$ cat config.mk
export PLATFORM = sky130hd
export DESIGN_NAME = pxl_hit_timer
export DESIGN_NICKNAME = d
export VERILOG_FILES = /design/src/rtl/pxl_hit_pkg.sv /design/src/rtl/pxl_sync.sv /design/src/rtl/pxl_edge_map.sv /design/src/rtl/pxl_timer.sv /design/src/rtl/pxl_hit_timer.sv
export SDC_FILE = /design/constraint.sdc
export NUM_CORES = 1
export LEC_CHECK = 0
export BUFFER_PORTS_ARGS = -buffer_cell sky130_fd_sc_hd__buf_2
export CORE_ASPECT_RATIO = 0.75
export CORE_MARGIN = 2
export CORE_UTILIZATION = 35
export CTS_CLUSTER_DIAMETER = 150
export DETAILED_ROUTE_END_ITERATION = 16
export GPL_TIMING_DRIVEN = 0
export REMOVE_ABC_BUFFERS = 1
export SYNTH_ARGS = -nofsm -noshare
export SYNTH_HDL_FRONTEND = slang
export SYNTH_SLANG_ARGS = --single-unit
$ cat constraint.sdc
create_clock -name clk_i -period 3.3 [get_ports clk_i]
set_clock_uncertainty 0.1 [all_clocks]
set_input_delay 0.165 -clock clk_i [delete_from_list [all_inputs] [get_ports clk_i]]
set_output_delay 0.165 -clock clk_i [all_outputs]
set_load 0.02 [all_outputs]
$ cat src/rtl/pxl_hit_pkg.sv
// Package: shared sizes and the timer phase type of the pixel hit channel.
// Assumes: one channel per instance; sizes are set for an eight-diode cell.
package pxl_hit_pkg;
    localparam int unsigned N_DIODE     = 8;
    localparam int unsigned TOA_W       = 8;
    localparam int unsigned TOT_W       = 5;
    localparam int unsigned SYNC_STAGES = 2;

    // Timer phase: waiting for first combined edge, measuring width, done.
    typedef enum logic [1:0] {
        PH_ARMED = 2'd0,
        PH_WIDTH = 2'd1,
        PH_HELD  = 2'd2
    } timer_phase_e;
endpackage

$ cat src/rtl/pxl_sync.sv
// Module: multi-stage synchronizer for a bus of independent asynchronous bits.
// Assumes: each bit is a slow level (no multi-bit coherence needed);
// STAGES >= 2. Runs every cycle so edge history is never stale.
module pxl_sync #(
    parameter int unsigned WIDTH  = 8,
    parameter int unsigned STAGES = 2
) (
    input  logic             clk_i,
    input  logic             rst_ni,
    input  logic [WIDTH-1:0] async_i,
    output logic [WIDTH-1:0] sync_o
);
    logic [WIDTH-1:0] stage_q [STAGES];

    // Shift the asynchronous levels through the flop chain.
    always_ff @(posedge clk_i) begin
        if (!rst_ni) begin
            for (int s = 0; s < STAGES; s++) stage_q[s] <= '0;
        end else begin
            stage_q[0] <= async_i;
            for (int s = 1; s < STAGES; s++) stage_q[s] <= stage_q[s-1];
        end
    end

    assign sync_o = stage_q[STAGES-1];
endmodule

$ cat src/rtl/pxl_edge_map.sv
// Module: per-diode rising-edge detection, sticky hit bitmap and the
// combined (OR) level and rising edge that drive the channel timers.
// Assumes: inputs already synchronized; edge history updates every cycle,
// so a level present when the window opens is not seen as an edge.
module pxl_edge_map #(
    parameter int unsigned WIDTH = 8
) (
    input  logic             clk_i,
    input  logic             rst_ni,
    input  logic [WIDTH-1:0] level_i,
    input  logic             arm_i,
    input  logic             clr_i,
    output logic [WIDTH-1:0] map_o,
    output logic             any_level_o,
    output logic             any_rise_o
);
    logic [WIDTH-1:0] prev_q;
    logic [WIDTH-1:0] map_q;
    logic [WIDTH-1:0] rise;

    assign rise        = level_i & ~prev_q;
    assign any_level_o = |level_i;
    assign any_rise_o  = (|level_i) & ~(|prev_q);

    // Keep one cycle of level history for edge detection.
    always_ff @(posedge clk_i) begin
        if (!rst_ni) prev_q <= '0;
        else         prev_q <= level_i;
    end

    // Accumulate sticky hit bits while the window is enabled.
    always_ff @(posedge clk_i) begin
        if (!rst_ni)     map_q <= '0;
        else if (clr_i)  map_q <= '0;
        else if (arm_i)  map_q <= map_q | rise;
    end

    assign map_o = map_q;
endmodule

$ cat src/rtl/pxl_timer.sv
// Module: arrival-time and width timers for the combined hit level.
// Assumes: rise_i/level_i are synchronous; arm_i is high only in enabled
// window cycles; both counters saturate and stop, so nothing toggles idle.
module pxl_timer
    import pxl_hit_pkg::*;
#(
    parameter int unsigned TOA_BITS = 8,
    parameter int unsigned TOT_BITS = 5
) (
    input  logic                clk_i,
    input  logic                rst_ni,
    input  logic                arm_i,
    input  logic                clr_i,
    input  logic                rise_i,
    input  logic                level_i,
    output logic [TOA_BITS-1:0] toa_o,
    output logic [TOT_BITS-1:0] tot_o,
    output logic                valid_o
);
    localparam logic [TOA_BITS-1:0] TOA_MAX = {TOA_BITS{1'b1}};
    localparam logic [TOT_BITS-1:0] TOT_MAX = {TOT_BITS{1'b1}};
    localparam logic [TOT_BITS-1:0] TOT_ONE = {{(TOT_BITS-1){1'b0}}, 1'b1};

    timer_phase_e        phase_q;
    logic [TOA_BITS-1:0] toa_q;
    logic [TOT_BITS-1:0] tot_q;

    // Count arrival bins, capture the first edge, then measure its width.
    always_ff @(posedge clk_i) begin
        if (!rst_ni) begin
            phase_q <= PH_ARMED;
            toa_q   <= '0;
            tot_q   <= '0;
        end else if (clr_i) begin
            phase_q <= PH_ARMED;
            toa_q   <= '0;
            tot_q   <= '0;
        end else if (arm_i) begin
            unique case (phase_q)
                PH_ARMED: begin
                    if (toa_q != TOA_MAX) begin
                        if (rise_i) begin
                            phase_q <= PH_WIDTH;
                            tot_q   <= TOT_ONE;
                        end else begin
                            toa_q <= toa_q + 1'b1;
                        end
                    end
                end
                PH_WIDTH: begin
                    if (!level_i)             phase_q <= PH_HELD;
                    else if (tot_q != TOT_MAX) tot_q  <= tot_q + 1'b1;
                end
                default: ;
            endcase
        end
    end

    assign toa_o   = toa_q;
    assign tot_o   = tot_q;
    assign valid_o = (phase_q != PH_ARMED);
endmodule

$ cat src/rtl/pxl_hit_timer.sv
// Module: top of one segmented pixel channel. Synchronizes the diode
// discriminators, keeps a sticky per-diode hit map and times the first
// combined hit (arrival and width). Results hold until the next clear.
// Assumes: clk_i is the timing clock; clear_i precedes each window.
module pxl_hit_timer
    import pxl_hit_pkg::*;
(
    input  logic               clk_i,
    input  logic               rst_ni,
    input  logic [N_DIODE-1:0] disc_i,
    input  logic               shutter_i,
    input  logic               clear_i,
    input  logic               cg_en_i,
    output logic [N_DIODE-1:0] hit_map_o,
    output logic [TOA_W-1:0]   toa_o,
    output logic [TOT_W-1:0]   tot_o,
    output logic               hit_valid_o
);
    logic [N_DIODE-1:0] disc_sync;
    logic               comb_level;
    logic               comb_rise;
    logic               arm;

    // Window cycles: shutter open and gate enabled.
    assign arm = shutter_i & cg_en_i;

    pxl_sync #(
        .WIDTH  (N_DIODE),
        .STAGES (SYNC_STAGES)
    ) u_sync (
        .clk_i   (clk_i),
        .rst_ni  (rst_ni),
        .async_i (disc_i),
        .sync_o  (disc_sync)
    );

    pxl_edge_map #(
        .WIDTH (N_DIODE)
    ) u_map (
        .clk_i       (clk_i),
        .rst_ni      (rst_ni),
        .level_i     (disc_sync),
        .arm_i       (arm),
        .clr_i       (clear_i),
        .map_o       (hit_map_o),
        .any_level_o (comb_level),
        .any_rise_o  (comb_rise)
    );

    pxl_timer #(
        .TOA_BITS (TOA_W),
        .TOT_BITS (TOT_W)
    ) u_timer (
        .clk_i   (clk_i),
        .rst_ni  (rst_ni),
        .arm_i   (arm),
        .clr_i   (clear_i),
        .rise_i  (comb_rise),
        .level_i (comb_level),
        .toa_o   (toa_o),
        .tot_o   (tot_o),
        .valid_o (hit_valid_o)
    );
endmodule

==> results.json, run 1 <==
{
  "drt_iter0_drc": 64,
  "critPathArrivalTime_ns": 2.31,
  "vias_per_cell": 4.86,
  "min_path_type": "in2reg",
  "cts_buffer_depth": 2,
  "firstDrtPassIters": 4,
  "ant_nets": 0,
  "status": "completed",
  "min_period_ns": 2.18,
  "grt_pass1_vias": 1287,
  "hp-start": "clear_i",
  "crit_path_end_kind": "flop",
  "crit_path_max_incr_delay_ns": 0.70,
  "cts_resized": 0,
  "holdBufCountCts": 8,
  "htreeDepth": 2,
  "gp_congestion": 0.733,
  "cts_tree": "built",
  "rr_startpoint": "u_timer.tot_o[0]$_SDFFE_PP0P_",
  "nNetsFinal": 242,
  "setup_tns_ns": 0,
  "dieArea_um2": 5800,
  "holdPathEnd": "u_timer.tot_o[4]$_SDFFE_PP0P_",
  "root_buffer": "clkbuf_8",
  "synth.distinct_cells": 40,
  "rsz0062_at_grt": "false",
  "io_buffers": 34,
  "peakVddDrop_mv": 0.241,
  "nFillCells": 491,
  "dp_hpwl_um": 2350,
  "ioPinCount": 35,
  "yosysTopAreaCell": "dfxtp_1",
  "crit_path_start_kind": "flop",
  "power_mw": 1.11,
  "ys.flop_type": "dfxtp_1",
  "antenna_found_initial": 0,
  "track_usage_pct": 13.0,
  "r2r-end": "u_timer.tot_o[1]$_SDFFE_PP0P_",
  "vias": 1396,
  "p_leak_nw": 0.923,
  "hold_viol_final": 0,
  "grt_max_degree": 27,
  "rrSetupSlack_ns": 1.12,
  "syn-mean-instance-area_um2": 9.85,
  "holdWs_ns": 0.183,
  "critical_path_class": "reg2reg",
  "finalCritPeriodShare_pct": 66.2,
  "drc": 0,
  "synth-seq-cells": 47,
  "worst-endpoint-required_ns": 3.43,
  "layout-drive-gt1-share_pct": 22.9,
  "critPathTopFamily": "compound AO/OA/AOI/OAI gates",
  "crit_top_cell": "ha_1",
  "rows": 22,
  "cpMaxStageDelayCell": "a2111oi_1",
  "drt-total-wl_um": 3440,
  "r2r_cells": 6,
  "overflow": 0,
  "cts_setup_buffers": 0,
  "synth_warnings": 0,
  "crit_chain": "ha_1, and3_1, ha_1, a2111oi_1, a21o_4, mux2i_1",
  "clock_sinks": 47,
  "core_area_um2": 4950,
  "synth-edff-count": 0,
  "maxSlewViolCount": 0,
  "max_freq_mhz": 458,
  "cap_violations": 0,
  "clk_pin_slew_ns": 0.08,
  "syn2layout_area_growth_pct": 21.6,
  "path_max_fanout": 5,
  "antenna_cells": 0,
  "place_area_um2": 2010,
  "worstMarginPinSlew_ns": 0.877,
  "clock_latency_ns": 0.30,
  "synthesis.area_um2": 1820,
  "setup_viol": 0,
  "crit_buf_inv": 0,
  "synth.area.top_cells": "dfxtp_1 (52%), and2_1 (8.9%), a31oi_1 (3.4%), a21oi_1 (2.5%), nand2_1 (2.3%)",
  "relSlewSlack_pct": 41.4,
  "holdPathStages": 4,
  "wl_per_cell_um": 12.0,
  "synth_cells": 185,
  "dieWidth_um": 87.3,
  "power_density_nw_per_um2": 500,
  "final_area_um2": 2220,
  "start_util_pct": 36.8,
  "die-height_um": 66.5,
  "synth-seq-area-share_pct": 51.6,
  "grt_first_pass_wirelength_um": 5800,
  "synth_top_area_share_pct": 51.6,
  "numCtsBuffers": 5,
  "async_flop_share_pct": 0
}
## worst max-delay path by stage
stage                                    end  slack, ns  cells after the start                           from
2_1_floorplan  u_timer.tot_o[1]$_SDFFE_PP0P_       1.27                      6  u_timer.tot_o[0]$_SDFFE_PP0P_
3_3_place_gp   u_timer.tot_o[1]$_SDFFE_PP0P_       1.11                      6  u_timer.tot_o[0]$_SDFFE_PP0P_
3_5_place_dp   u_timer.tot_o[1]$_SDFFE_PP0P_       1.11                      6  u_timer.tot_o[0]$_SDFFE_PP0P_
4_1_cts        u_timer.tot_o[1]$_SDFFE_PP0P_       1.09                      6  u_timer.tot_o[0]$_SDFFE_PP0P_
5_1_grt        u_timer.tot_o[2]$_SDFFE_PP0P_       0.89                      6  u_timer.tot_o[0]$_SDFFE_PP0P_
6_report       u_timer.tot_o[1]$_SDFFE_PP0P_       1.12                      6  u_timer.tot_o[0]$_SDFFE_PP0P_
## per-stage QoR
step / setup slack (ns) / util (%) / cells
final: 1.12 / 44.7 / 287
after global routing: 0.887 / 44.7 / 287
after floorplan: 1.27 / - / 177
after CTS: 1.09 / 44.7 / 287
after global placement: 1.11 / 40.7 / 271
after detailed placement: 1.11 / 40.7 / 271
## area by class of cell
class | count | area (µm²) | share of cell area, %
clock buffer | 6 | 82.6 | 3.73
multi-input combinational | 121 | 795 | 35.9
timing repair buffer | 42 | 250 | 11.3
clock inverter | 2 | 38.8 | 1.75
tap | 60 | 75.1 | 3.39
sequential | 47 | 941 | 42.5
inverter | 9 | 33.8 | 1.52
## Yosys cell counts, types with 3 or more instances
| library cell | n |
|---|---|
| dfxtp_1 | 47 |
| a21oi_1 | 9 |
| and2_1 | 26 |
| a31oi_1 | 10 |
| clkbuf_1 | 3 |
| mux2i_1 | 3 |
| ha_1 | 3 |
| nand3_1 | 6 |
| o31ai_1 | 3 |
| inv_1 | 9 |
| nor2_1 | 11 |
| o21ai_0 | 4 |
| buf_6 | 3 |
| or4_1 | 5 |
| nand2_1 | 11 |
## report_power, final
group	internal [mW]	total, mW	switching, mW
clock network	0.249	0.445	0.196
registers	0.580	0.588	0.00811
logic	0.0336	0.0752	0.0416
## cell families (layout without fill, tap and decap cells)
logic type / after synthesis / after routing / share of synthesized area [%]
and+or+nand+nor: 76 / 76 / 24.7
DFF: 47 / 47 / 51.6
AOI/OAI and AO/OA: 39 / 39 / 15.2
buffers and inverters: 17 / 59 / 4.74
adders and majority gates: 3 / 3 / 2.06
muxes: 3 / 3 / 1.65
## registers in the layout (all words and copies together) (netlist names)
| name | cells |
|---|---|
| u_timer.phase_q | 2 |
| u_sync.stage_q | 16 |
| u_map.prev_q | 8 |
| u_timer.tot_o | 5 |
| u_map.map_o | 8 |
| u_timer.toa_o | 8 |
## placed cells by master (no fill, tap or decap), types with 5 or more instances in the layout
| cell type | netlist | layout |
|---|---|---|
| a21oi_1 | 9 | 9 |
| a31oi_1 | 10 | 10 |
| nand3_1 | 6 | 6 |
| buf_2 | 0 | 34 |
| and2_1 | 26 | 26 |
| dlygate4sd3_1 | 0 | 8 |
| dfxtp_1 | 47 | 47 |
| or4_1 | 5 | 5 |
| nand2_1 | 11 | 11 |
| nor2_1 | 11 | 11 |
| clkbuf_8 | 0 | 6 |
| inv_1 | 9 | 9 |
## layer usage
metal | vias to the layer above | global-route usage [%] | routed length (µm)
li1 | 733 | - | -
met1 | 636 | 16.7 | 1790
met4 | 0 | 4.04 | 25
met3 | 3 | 4.71 | 181
met2 | 24 | 20.3 | 1450
met5 | - | 0 | 0
## worst min-delay path: stages
cell	delay [ns]
buf_2	0.08
nor2b_1	0.13
nand2_1	0.10
mux2i_1	0.05
Note: power is estimated with default switching activity, not from simulation.
==> run 2, diff against run 1 <==
clock period = 1.9 ns   (was 3.3 ns; I/O delays follow)
==> run 2 against run 1 <==
Non-clock buffer count grew 6. Fmax grew 16%. Wire length up 14%. Largest cell class unchanged. Total power up 78%. Clock power up 73%. Setup slack worse by 1.1 ns. First-iteration DRC count decreased by 16%.
==> results.json, run 2 (synthesis results as in run 1) <==
{
  "drt_iter0_drc": 54,
  "cts_buffer_depth": 2,
  "numCtsBuffers": 5,
  "antenna_found_initial": 0,
  "finalCritPeriodShare_pct": 99.3,
  "layout-drive-gt1-share_pct": 32.5,
  "wl_met2_um": 1720,
  "drt-total-wl_um": 3910,
  "final_common_cell": "dfxtp_1",
  "status": "completed",
  "firstDrtPassIters": 4,
  "p_sw_share_pct": 22.8,
  "cpMaxStageDelayCell": "or4_4",
  "setup_tns_ns": 0,
  "ant_nets": 0,
  "grt_max_degree": 27,
  "wl_met1_um": 1930,
  "grt_first_pass_wirelength_um": 6140,
  "dieWidth_um": 87.3,
  "setup_viol": 0,
  "min_period_ns": 1.89,
  "track_usage_pct": 13.8,
  "die-height_um": 66.5,
  "clk_pin_slew_ns": 0.09,
  "worst-endpoint-required_ns": 2.03,
  "crit_buf_inv": 0,
  "largest_register_ffs": 16,
  "clockPowerShare_pct": 39.0,
  "critPathArrivalTime_ns": 2.02,
  "htreeDepth": 2,
  "clock_sinks": 47,
  "core_area_um2": 4950,
  "vias_per_cell": 4.96,
  "most-common-layout-cells": "dfxtp_1 (43), buf_2 (34), and2_1 (26)",
  "grt_pass1_vias": 1329,
  "maxSlewViolCount": 0,
  "gp_congestion": 0.733,
  "root_buffer": "clkbuf_8",
  "crit_path_start_kind": "flop",
  "path_max_fanout": 5,
  "seq_power_share_pct": 51.9,
  "holdWs_ns": 0.111,
  "p_int_mw": 1.52,
  "max_freq_mhz": 530,
  "power_frac_comb_pct": 9.1,
  "syn2layout_area_growth_pct": 31.0,
  "fin_ws_ns": 0.0133,
  "critical_path_class": "reg2reg",
  "worstMarginPinSlew_ns": 0.631,
  "vias": 1457,
  "critPathTopFamily": "simple AND/OR/NAND/NOR gates",
  "min_path_type": "in2reg",
  "hold_viol_final": 0,
  "wl_met3_um": 221,
  "p_leak_nw": 0.957,
  "wl_per_cell_um": 13.3,
  "cts_tree": "built",
  "place_area_um2": 2010,
  "ioPinCount": 35,
  "crit_chain": "ha_4, and2_4, a311o_1, or4_4, a21oi_2",
  "crit_path_max_incr_delay_ns": 0.50,
  "nNetsFinal": 249,
  "nFillCells": 476,
  "power_switching_mw": 0.451,
  "final_area_um2": 2390,
  "dieArea_um2": 5800,
  "antenna_cells": 0,
  "dp_hpwl_um": 2350,
  "overflow": 0,
  "drc": 0,
  "dp.cells": 271,
  "rsz0062_at_grt": "true",
  "clock_latency_ns": 0.30,
  "peakVddDrop_mv": 0.427,
  "dp_slack_ns": -0.290,
  "power_density_nw_per_um2": 827,
  "relSlewSlack_pct": 57.8,
  "start_util_pct": 36.8,
  "top_register": "u_sync.stage_q",
  "routed.top_layer": "met4",
  "rows": 22,
  "finalNonFillerCells": 294,
  "io_buffers": 34,
  "crit_path_end_kind": "flop",
  "cap_violations": 0
}
[run 2: worst paths after layout]
check,start,end,slack [ns],cells past startpoint
worst min-delay path,clear_i,u_timer.tot_o[4]$_SDFFE_PP0P_,0.11,4
worst max-delay path,u_timer.toa_o[0]$_SDFFE_PP0P_,u_timer.toa_o[4]$_SDFFE_PP0P_,0.01,5
worst min register to register,u_sync.stage_q[0][3]$_SDFF_PN0_,u_sync.stage_q[0][11]$_SDFF_PN0_,0.34,1
worst max register to register,u_timer.toa_o[0]$_SDFFE_PP0P_,u_timer.toa_o[4]$_SDFFE_PP0P_,0.01,5
[run 2: final cells by class]
cell class              instances  area (µm²)  share of cell area (%)
clock buffers                   6        82.6                    3.46
clock inverters                 2        38.8                    1.62
inverters                       9        33.8                    1.42
multi-input cells             122         913                    38.3
flip-flops and latches         47         948                    39.7
well taps                      60        75.1                    3.14
repair buffers                 48         295                    12.4
[run 2: tightest hold or removal path: cells and delay by family]
kind / cells / cell delay, ns
AND/OR/NAND/NOR: 2 / 0.23
buffers and inverters: 1 / 0.08
multiplexers: 1 / 0.05
[run 2: metal layers]
metal / up-vias / GRT usage [%]
met5: - / 0
met4: 0 / 5.19
met3: 5 / 4.71
met2: 34 / 20.6
met1: 672 / 18.3
li1: 746 / -
[run 2: power groups by stage]
stage	clock (mW)	sequential, mW	combinational [mW]
floorplan	0	1.05	0.0761
global placement	0	1.05	0.119
detailed placement	0	1.05	0.119
CTS	0.791	1.02	0.163
global route	0.844	1.03	0.194
finish	0.771	1.02	0.179
[run 2: timing repair]
action | 4_1_cts | 5_1_grt
setup buffers | 3 | 3
gates resized for setup | 8 | 16
hold buffers | 8 | 0
cloned | 1 | 0
hold endpoints to repair | 8 | 0
setup endpoints to repair | 13 | 8
pin swaps | 4 | 6
[run 2: per-stage QoR]
| step | power [mW] | util (%) |
|---|---|---|
| 2_1_floorplan | 1.12 | - |
| 3_3_place_gp | 1.16 | 40.7 |
| 3_5_place_dp | 1.16 | 40.7 |
| 4_1_cts | 1.98 | 46.4 |
| 5_1_grt | 2.07 | 48.2 |
| 6_report | 1.97 | 48.2 |
==> run 3, diff against run 2 <==
CORE_ASPECT_RATIO = 0.8   (was 0.75)
PLACE_DENSITY = 0.57   (was unset)
SKIP_LAST_GASP = 1   (was unset)
==> run 3 against run 2 <==
Clock power decreased by 17%. Global-route usage increased by 0.54 points. Setup slack improved by 0.042 ns. Critical path type unchanged. Critical endpoint is now u_timer.toa_o[6]$_SDFFE_PP0P_. Largest cell class unchanged.
==> results.json, run 3 (synthesis results as in run 1) <==
{
  "gp_congestion": 0.722,
  "relSlewSlack_pct": 57.1,
  "path_max_fanout": 4,
  "syn2layout_area_growth_pct": 32.9,
  "root_buffer": "clkbuf_8",
  "setup_tns_ns": 0,
  "clock_sinks": 47,
  "dieWidth_um": 84.7,
  "crit_path_start_kind": "flop",
  "nNetsFinal": 255,
  "min_path_type": "in2reg",
  "crit_path_max_incr_delay_ns": 0.49,
  "crit_top_cell": "buf_4",
  "cts_buffer_depth": 2,
  "cpMaxStageDelayCell": "or4_1",
  "worst-endpoint-required_ns": 2.04,
  "cts_tree": "built",
  "drt_iter0_drc": 81,
  "grt_max_degree": 27,
  "fin_ws_ns": 0.0558,
  "overflow": 0,
  "final_common_cell": "dfxtp_1",
  "most-common-layout-cells": "dfxtp_1 (42), buf_2 (34), and2_1 (26)",
  "start_util_pct": 36.4,
  "htreeDepth": 2,
  "status": "completed",
  "ioPinCount": 35,
  "power_density_nw_per_um2": 772,
  "top_register": "u_sync.stage_q",
  "worstMarginPinSlew_ns": 0.642,
  "rsz0062_at_grt": "true",
  "dieArea_um2": 5800,
  "max_freq_mhz": 542,
  "ant_nets": 0,
  "min_period_ns": 1.84,
  "setup_viol": 0,
  "holdWs_ns": 0.107,
  "dp_hpwl_um": 2330,
  "vias": 1499,
  "largest_register_ffs": 16,
  "rows": 23,
  "track_usage_pct": 14.3,
  "finalCritPeriodShare_pct": 97.1,
  "drc": 0,
  "critPathTopFamily": "simple AND/OR/NAND/NOR gates",
  "p_leak_nw": 0.975,
  "crit_buf_inv": 2,
  "numCtsBuffers": 5,
  "antenna_cells": 0,
  "drt-total-wl_um": 3880,
  "die-height_um": 68.5,
  "dp_slack_ns": -0.297,
  "core_area_um2": 5010,
  "dp.cells": 273,
  "hold_viol_final": 0,
  "wl_per_cell_um": 12.8,
  "crit_path_end_kind": "flop",
  "firstDrtPassIters": 4,
  "critPathArrivalTime_ns": 1.99,
  "nFillCells": 489,
  "cap_violations": 0,
  "crit_chain": "nor4_4, buf_4, a211oi_4, buf_4, or4_1, a21oi_1",
  "peakVddDrop_mv": 0.421,
  "finalNonFillerCells": 302,
  "vias_per_cell": 4.96,
  "layout-drive-gt1-share_pct": 33.8,
  "antenna_found_initial": 0,
  "clock_latency_ns": 0.31,
  "grt_first_pass_wirelength_um": 6350,
  "clk_pin_slew_ns": 0.09,
  "maxSlewViolCount": 0,
  "grt_pass1_vias": 1372,
  "power_mw": 1.87,
  "critical_path_class": "reg2reg",
  "io_buffers": 34
}
## run 3: layout make-up
cell class | instances | area [µm²] | area share, %
clock buffers | 5 | 68.8 | 2.84
clock inverters | 3 | 27.5 | 1.14
inverters | 9 | 33.8 | 1.40
multi-input cells | 122 | 905 | 37.4
flip-flops and latches | 47 | 952 | 39.3
well taps | 62 | 77.6 | 3.20
repair buffers | 54 | 357 | 14.7
## run 3: per-layer routing
metal	routed length, µm	global-route usage (%)	share of wire (%)
met5	0	0	0
met2	1680	22.2	43
met3	213	4.40	5.5
met4	84	8.13	2.2
met1	1900	18.0	49
## run 3: worst paths after layout
check                                                         to  cells past startpoint                              from  slack [ns]
worst min register to register   u_sync.stage_q[0][8]$_SDFF_PN0_                      1   u_sync.stage_q[0][0]$_SDFF_PN0_        0.34
worst max-delay path               u_timer.toa_o[6]$_SDFFE_PP0P_                      6  u_sync.stage_q[0][11]$_SDFF_PN0_        0.06
worst min-delay path            u_sync.stage_q[0][15]$_SDFF_PN0_                      2                            rst_ni        0.11
worst max register to register     u_timer.toa_o[6]$_SDFFE_PP0P_                      6  u_sync.stage_q[0][11]$_SDFF_PN0_        0.06
## run 3: power breakdown
part           internal, mW  switching (mW)  total, mW
Sequential             1.01          0.0172       1.02
Clock                 0.273           0.370      0.642
Combinational         0.103          0.0986      0.202
Total                  1.38           0.485       1.87
## run 3: stage by stage
stage          area, µm²  utilization [%]
2_1_floorplan       1770                -
3_3_place_gp        2020             40.3
3_5_place_dp        2020             40.3
4_1_cts             2290             45.7
5_1_grt             2420             48.4
6_report            2420             48.4
## run 3: timing repair
item | 4_1_cts | 5_1_grt
hold buffers | 8 | 0
endpoints found under the setup margin | 13 | 13
pin swaps | 4 | 6
buffers inserted | 7 | 5
endpoints found under the hold margin | 8 | 0
resized for setup | 5 | 21
cloned | 1 | 0
